### src/rtl/pm_regbank.sv
module pm_regbank #(
  parameter int AW = 8,
  parameter int DW = 8,
  parameter int NM = 13
) (
  input  logic          clk,
  input  logic          rst_n,
  input  logic [AW-1:0] host_addr,
  input  logic [DW-1:0] host_wdata,
  input  logic          host_we,
  input  logic          host_re,
  output logic [DW-1:0] host_rdata,
  input  logic [DW-1:0] stat_in,
  input  logic [3:0]    sw_stat,
  input  logic [2:0]    gpio_pins,
  input  logic          adc_we,
  input  logic [3:0]    adc_sel,
  input  logic [DW-1:0] adc_wdata
);
  localparam int DEC = 5;
  localparam logic [3:0] LAST = 4'(NM - 1);

  logic [DW-1:0] alert_q, ctrl_q, flt_a_q, flt_b_q;
  logic [3:0]    sw_q, ch_q;
  logic [4:0]    gp_q;
  logic [NM-1:0][DW-1:0] meas_q;

  logic [DEC-1:0] a5;
  logic           is_meas, ss_busy, unlock, adc_ok;
  logic [3:0]     midx, sw_next;

  assign a5      = host_addr[DEC-1:0];
  assign is_meas = a5[4];
  assign midx    = (a5[3:0] > LAST) ? LAST : a5[3:0];
  assign ss_busy = stat_in[1];
  assign unlock  = ctrl_q[7];
  assign adc_ok  = adc_we && (adc_sel <= LAST);
  assign sw_next = ss_busy ? (host_wdata[3:0] & sw_q) : host_wdata[3:0];

  always_ff @(posedge clk) begin
    if (!rst_n) begin
      alert_q <= '0;
      ctrl_q  <= '0;
      flt_a_q <= '0;
      flt_b_q <= '0;
      sw_q    <= '0;
      ch_q    <= '0;
      gp_q    <= '0;
    end else if (host_we && !is_meas) begin
      case (a5[2:0])
        3'd1: alert_q <= host_wdata;
        3'd2: ctrl_q  <= host_wdata;
        3'd3: sw_q    <= sw_next;
        3'd4: flt_a_q <= host_wdata;
        3'd5: flt_b_q <= host_wdata;
        3'd6: gp_q    <= host_wdata[7:3];
        3'd7: ch_q    <= host_wdata[3:0];
        default: ;
      endcase
    end
  end

  for (genvar i = 0; i < NM; i++) begin : g_meas
    always_ff @(posedge clk) begin
      if (!rst_n)
        meas_q[i] <= '0;
      else if (adc_ok && adc_sel == 4'(i))
        meas_q[i] <= adc_wdata;
      else if (host_we && is_meas && unlock && midx == 4'(i))
        meas_q[i] <= host_wdata;
    end
  end

  always_comb begin
    host_rdata = '0;
    if (host_re) begin
      if (is_meas)
        host_rdata = meas_q[midx];
      else
        case (a5[2:0])
          3'd0: host_rdata = stat_in;
          3'd1: host_rdata = alert_q;
          3'd2: host_rdata = ctrl_q;
          3'd3: host_rdata = {sw_stat, sw_q};
          3'd4: host_rdata = flt_a_q;
          3'd5: host_rdata = flt_b_q;
          3'd6: host_rdata = {gp_q, gpio_pins};
          default: host_rdata = {4'b0, ch_q};
        endcase
    end
  end

  // locked host write leaves measurements alone
  a_r4_meas_locked: assert property (@(posedge clk) disable iff (!rst_n)
    (host_we && is_meas && !unlock && !adc_we) |=> $stable(meas_q));

  // status write touches no stored register
  a_r5_status_ro: assert property (@(posedge clk) disable iff (!rst_n)
    (host_we && !is_meas && a5[2:0] == 3'd0) |=>
      $stable({alert_q, ctrl_q, flt_a_q, flt_b_q, sw_q, ch_q, gp_q}));

  // no rising switch bit while soft-start busy
  a_r7_ss_block: assert property (@(posedge clk) disable iff (!rst_n)
    (host_we && !is_meas && a5[2:0] == 3'd3 && ss_busy) |=>
      ((sw_q & ~$past(sw_q)) == 4'b0));

  // ADC load always lands
  a_r11_adc_prio: assert property (@(posedge clk) disable iff (!rst_n)
    adc_ok |=> (meas_q[$past(adc_sel)] == $past(adc_wdata)));

  // idle read bus
  a_r12_idle_zero: assert property (@(posedge clk) disable iff (!rst_n)
    !host_re |-> host_rdata == '0);
endmodule

### config.mk
export PLATFORM = sky130hd
export DESIGN_NAME = pm_regbank
export DESIGN_NICKNAME = d
export VERILOG_FILES = /design/src/rtl/pm_regbank.sv
export SDC_FILE = /design/constraint.sdc
export NUM_CORES = 1
export LEC_CHECK = 0
export ABC_AREA = 1
export ABC_CLOCK_PERIOD_IN_PS = 1650
export BUFFER_PORTS_ARGS = -buffer_cell sky130_fd_sc_hd__buf_2
export CORE_ASPECT_RATIO = 0.75
export CORE_MARGIN = 5
export CORE_UTILIZATION = 30
export DETAILED_ROUTE_END_ITERATION = 8
export PLACE_DENSITY = 0.56
export SYNTH_ARGS = -nofsm -noshare
export SYNTH_HDL_FRONTEND = slang
export SYNTH_SLANG_ARGS = --single-unit
### constraint.sdc
create_clock -name clk -period 1.65 [get_ports clk]
set_input_delay 0.0825 -clock clk [delete_from_list [all_inputs] [get_ports clk]]
set_output_delay 0.0825 -clock clk [all_outputs]
set_load 0.02 [all_outputs]
---- Yosys cells after proc, flatten, opt, wreduce, memory -nomap -nowiden ----
Index checks and enable logic that the tools add are counted.
word-level totals
  output and inout bits ................... 8
  register bits ........................... 149
  word-level logic and storage cells ...... 142
  input bits .............................. 48
cells by class
  reduce and logical (&&, ||, !) cells .... 54
  $lt $le $gt $ge ......................... 3
  muxes and demuxes ....................... 33
  bitwise gates (word level) .............. 1
  equality and inequality tests ........... 31
operators by type and width
  operator                                                               number
  8-bit two-way mux                                                      29
  8-bit one-hot mux with 7 select lines                                  1
  4-bit == test (second input constant)                                  10
  8-bit binary-select mux with 4-bit select                              1
  4-bit by 3-bit == test with 1-bit output (second input constant)       8
  1-bit logical AND                                                      30
  2-bit nonzero test                                                     13
  4-bit by 2-bit == test with 1-bit output (second input constant)       4
  2-bit AND reduction                                                    7
  3-bit == test (second input constant)                                  4
  4-bit by 1-bit == test with 1-bit output (second input constant)       2
  4-bit logical NOT                                                      2
  4-bit two-way mux                                                      2
  3-bit by 2-bit == test with 1-bit output (second input constant)       2
  4-bit by 5-bit < comparator with 1-bit output (second input constant)  1
  4-bit AND                                                              1
  4-bit greater-than comparator (second input constant)                  1
  4-bit <= comparator (second input constant)                            1
  3-bit by 1-bit == test with 1-bit output (second input constant)       1
  3-bit logical NOT                                                      1
  1-bit logical NOT                                                      1

---- Logic depth before layout (Yosys ltp) ----
  depth in word-level cells ............... 6
  depth in mapped cells ................... 11
  depth with buffers taken out ............ 10

---- Worst setup path after synthesis ----
Ideal clock, no wire load.
  path kind ............................... input-to-output
  from .................................... input host_addr[2]
  to ...................................... output host_rdata[3]
  cell stages on the path ................. 11
  buffers on the path ..................... 2
  data arrival time ....................... 1398 ps
  path slack .............................. 169 ps
  required time ........................... 1567 ps
  cells stage by stage .................... buf_6 -> nand2_1 -> nand2_1 -> buf_2 -> nand2_1 -> nand2_1 -> nor2_1 -> nor2_1 -> nor2_1 -> nand2_1 -> a21oi_1
between the ends
  cells in the longest elaborated chain, start to end .. 6
  elaborated cells on any way between the ends .. 14
  classes of those cells .................. order compare: 1; eq/ne: 6; mux: 6; reduce/logical: 1
RTL lines
  what                                       RTL line  source
  from (decl)                                8         input logic [AW-1:0] host_addr,
  4-bit greater-than comparator              34        assign midx = (a5[3:0] > LAST) ? LAST : a5[3:0];
  4-bit two-way mux                          34
  8-bit binary-select mux with 4-bit select  78        host_rdata = meas_q[midx];
  8-bit two-way mux (implied by the code)    78
  8-bit two-way mux *                        77        if (is_meas)
  8-bit two-way mux *                        76        if (host_re) begin
  to (decl)                                  12        output logic [DW-1:0] host_rdata,
Every way passes the cells marked *; elsewhere a longest branch is shown, timed or not. The select of a mux whose other input is x is not followed.

---- Worst setup path after layout ----
  from .................................... register meas_q[90] (netlist bit)
  to ...................................... output host_rdata[2]
between the ends
  cells in the longest elaborated chain, start to end .. 4
RTL lines
  what                                       RTL line  source
  from (decl)                                26        logic [NM-1:0][DW-1:0] meas_q;
  from (signal, indexed assignment)          68        meas_q[i] <= adc_wdata;
  from (signal, indexed assignment)          70        meas_q[i] <= host_wdata;
  8-bit binary-select mux with 4-bit select  78
  8-bit two-way mux (implied by the code)    78
  8-bit two-way mux                          77
  8-bit two-way mux                          76
Every way passes these cells. The select of a mux whose other input is x is not followed.

==> impl_metrics.ini <==
[outcome]
outcome = finished, violations left
violations = negative setup slack

[worst_setup_path]
path_buf_inv = 2
cp_max_fo = 2
worstPathRequired_ps = 1570
worstSetupPathType = register to primary output
path_cells = inv_1 -> nand3_2 -> nand2_2 -> nor2_4 -> nor2_2 -> nor2_1 -> nand2_1 -> a21oi_2 -> buf_4
arrival_ps = 1670
critical_path.startpoint_type = register
critPathSlowestCell = dfxtp_2
slowest_delay_ps = 330
critPathTopFamily = simple AND/OR/NAND/NOR gates
cp-end-kind = primary output

[global_routing]
grt_pass1_vias = 8097
grtUsageMet3_pct = 3.935
grt_util_met2_pct = 27.95
antenna_found_initial = 0
overflow = 0
use_met1_pct = 32.25
grt_start_max_net_pins = 74
grt_pass1_wl_mm = 48.27
grt-busiest-layer = met1
grt_usage_pct = 20.66

[detailed_routing]
routedWlPerCell_um = 18.29
drc = 0
dr.pass1.iters = 5
vias_per_cell = 5.115
vias = 9044
drtIter0Drc = 1073
wirelength_mm = 32.33
ant_nets = 0

[placed_design]
hpwl_mm = 23.00
numPortBuffers = 52
placed_cell_area_um2 = 9417
place_ws_ps = -35.50
place_inst = 1734
gp_congestion = 0.9765

[final_layout]
finalInstanceArea_um2 = 10550
final_cells = 1768
n_antenna_cell = 0
final_cell_mix = nand2_1, a21oi_1, nor2_1, inv_1, buf_4
fin_nets = 1452
final_layout_size_suffix_gt1_share_pct = 27.81
syn_to_final_growth_pct = 30.03
fin_util_pct = 39.35
final_common_cell = nand2_1

[sta]
slew_headroom_pct = 57.98
fin_crit_sh_pct = 106.2
fin_worst_skew_ps = 6.441
fmax_ghz = 0.5708
finalHoldViolations = 0
layout_min_cycle_time_ps = 1752
setup_viol = 8
worst_slew_pin_slew_ps = 629.6
maxSlewViolCount = 0
worst_slack_ps = -102.0
rsz0062_at_grt = yes

[flow_run]
maxCapViolCount = 0

[synthesis]
avgSynthCellArea_um2 = 6.241
synth_warnings = 0
syn_area_um2 = 8113
synthCells = 1300
ys_types = 26
ys_ff_latch = 149
syn-num-nets = 1348
synth.yosys.seq_area_share_pct = 36.77

[clock_network]
clockBufferDepth = 2
clk_latency_ps = 430
htree_num_levels = 4
cts-root-buf = clkbuf_16
cts_num_sinks = 149
path_clk_slew_ps = 60
tritoncts = yes
numCtsBuffers = 17

[power]
power_density_nw_per_um2 = 860.3
p_leak_nw = 4.393
power.total_mw = 9.075
peakVddDrop_uv = 397.9

[floorplan]
die-height_um = 152.4
row_count = 52
core_um2 = 26810
initial_core_util_pct = 30.27
ios = 56
die_area_um2 = 30470
die_x_um = 199.9

[worst_hold_path]
hold_path_class = input pin to register
## report_power, final
group / leakage [nW] / switching [mW] / internal (mW) / total, mW
registers: 1.24 / 0.0336 / 3.66 / 3.70
clock network: 0.298 / 1.66 / 2.37 / 4.03
logic: 2.86 / 0.905 / 0.441 / 1.35
total: 4.39 / 2.60 / 6.48 / 9.07
## cells in the mapped netlist
cell type / n / area, µm²
nand2_1: 285 / 1070
a21oi_1: 177 / 885.9
nor2_1: 158 / 593.1
inv_1: 151 / 566.8
dfxtp_1: 149 / 2983
nand3_1: 101 / 505.5
o21ai_0: 82 / 410.4
a31oi_1: 56 / 350.3
clkbuf_1: 42 / 157.7
nor3_1: 25 / 125.1
buf_2: 17 / 85.08
nand3b_1: 8 / 60.06
o211ai_1: 8 / 60.06
clkinv_1: 7 / 26.28
buf_1: 6 / 22.52
nand2_2: 5 / 31.28
nor2_2: 5 / 31.28
a221oi_1: 4 / 35.03
buf_4: 3 / 22.52
inv_2: 2 / 7.510
nor3_2: 2 / 20.02
o21ai_2: 2 / 17.52
o22ai_1: 2 / 12.51
a31oi_2: 1 / 12.51
buf_6: 1 / 11.26
nand3_2: 1 / 10.01
## timing repair
action	in CTS	in global routing
gates resized for setup	131	79
hold buffers	0	0
pin swaps	66	56
gates cloned	0	0
buffers inserted	1	1
setup endpoints to repair	24	91
## kinds of logic after synthesis
logic type	Yosys count	share of synthesized area [%]
simple gates	590	30.15
compound gates	332	21.99
buf+inv	229	11.09
flops	149	36.77
## layout make-up
type / count / area [µm²]
Fill cell: 2825 / 16260
Inverter: 160 / 600.6
Multi-Input combinational cell: 922 / 4623
Clock buffer: 20 / 466.7
Clock inverter: 12 / 142.6
Sequential cell: 149 / 3069
Tap cell: 351 / 439.2
Timing Repair Buffer: 154 / 1207
## per-stage QoR
stage | hold WS, ps | TNS, ps
2_1_floorplan | 231.3 | 0
3_5_place_dp | 444.9 | -245.5
6_report | 57.89 | -573.5
4_1_cts | 37.13 | -666.0
5_1_grt | 58.14 | -1141
3_3_place_gp | 440.2 | -31.24
## final timing paths
kind / slack [ps] / depth (start not counted) / endpoint / start
min: 60 / 4 / sw_q[3] / stat_in[1]
max reg2reg: 160 / 8 / meas_q[88] / ctrl_q[7]
max: -100 / 9 / host_rdata[2] / meas_q[90]
min reg2reg: 450 / 2 / meas_q[7] / meas_q[7]
## metal layers
metal	vias up	wire length, µm
met3	60	2769
met2	373	13160
li1	4457	-
met1	4154	15420
met5	-	0
met4	0	987
## tightest hold or removal path: cells and delay by family
family                 cells  cell delay (ps)
AND/OR/NAND/NOR            1              130
buffers and inverters      2              130
AO/OA/AOI/OAI              1               90
## flip-flops by register name (all words and copies together) (netlist names)
register and count:
gp_q 5, ctrl_q 8, ch_q 4, flt_a_q 8, sw_q 4, alert_q 8, flt_b_q 8, meas_q 104
(Power assumes the default switching activity.)
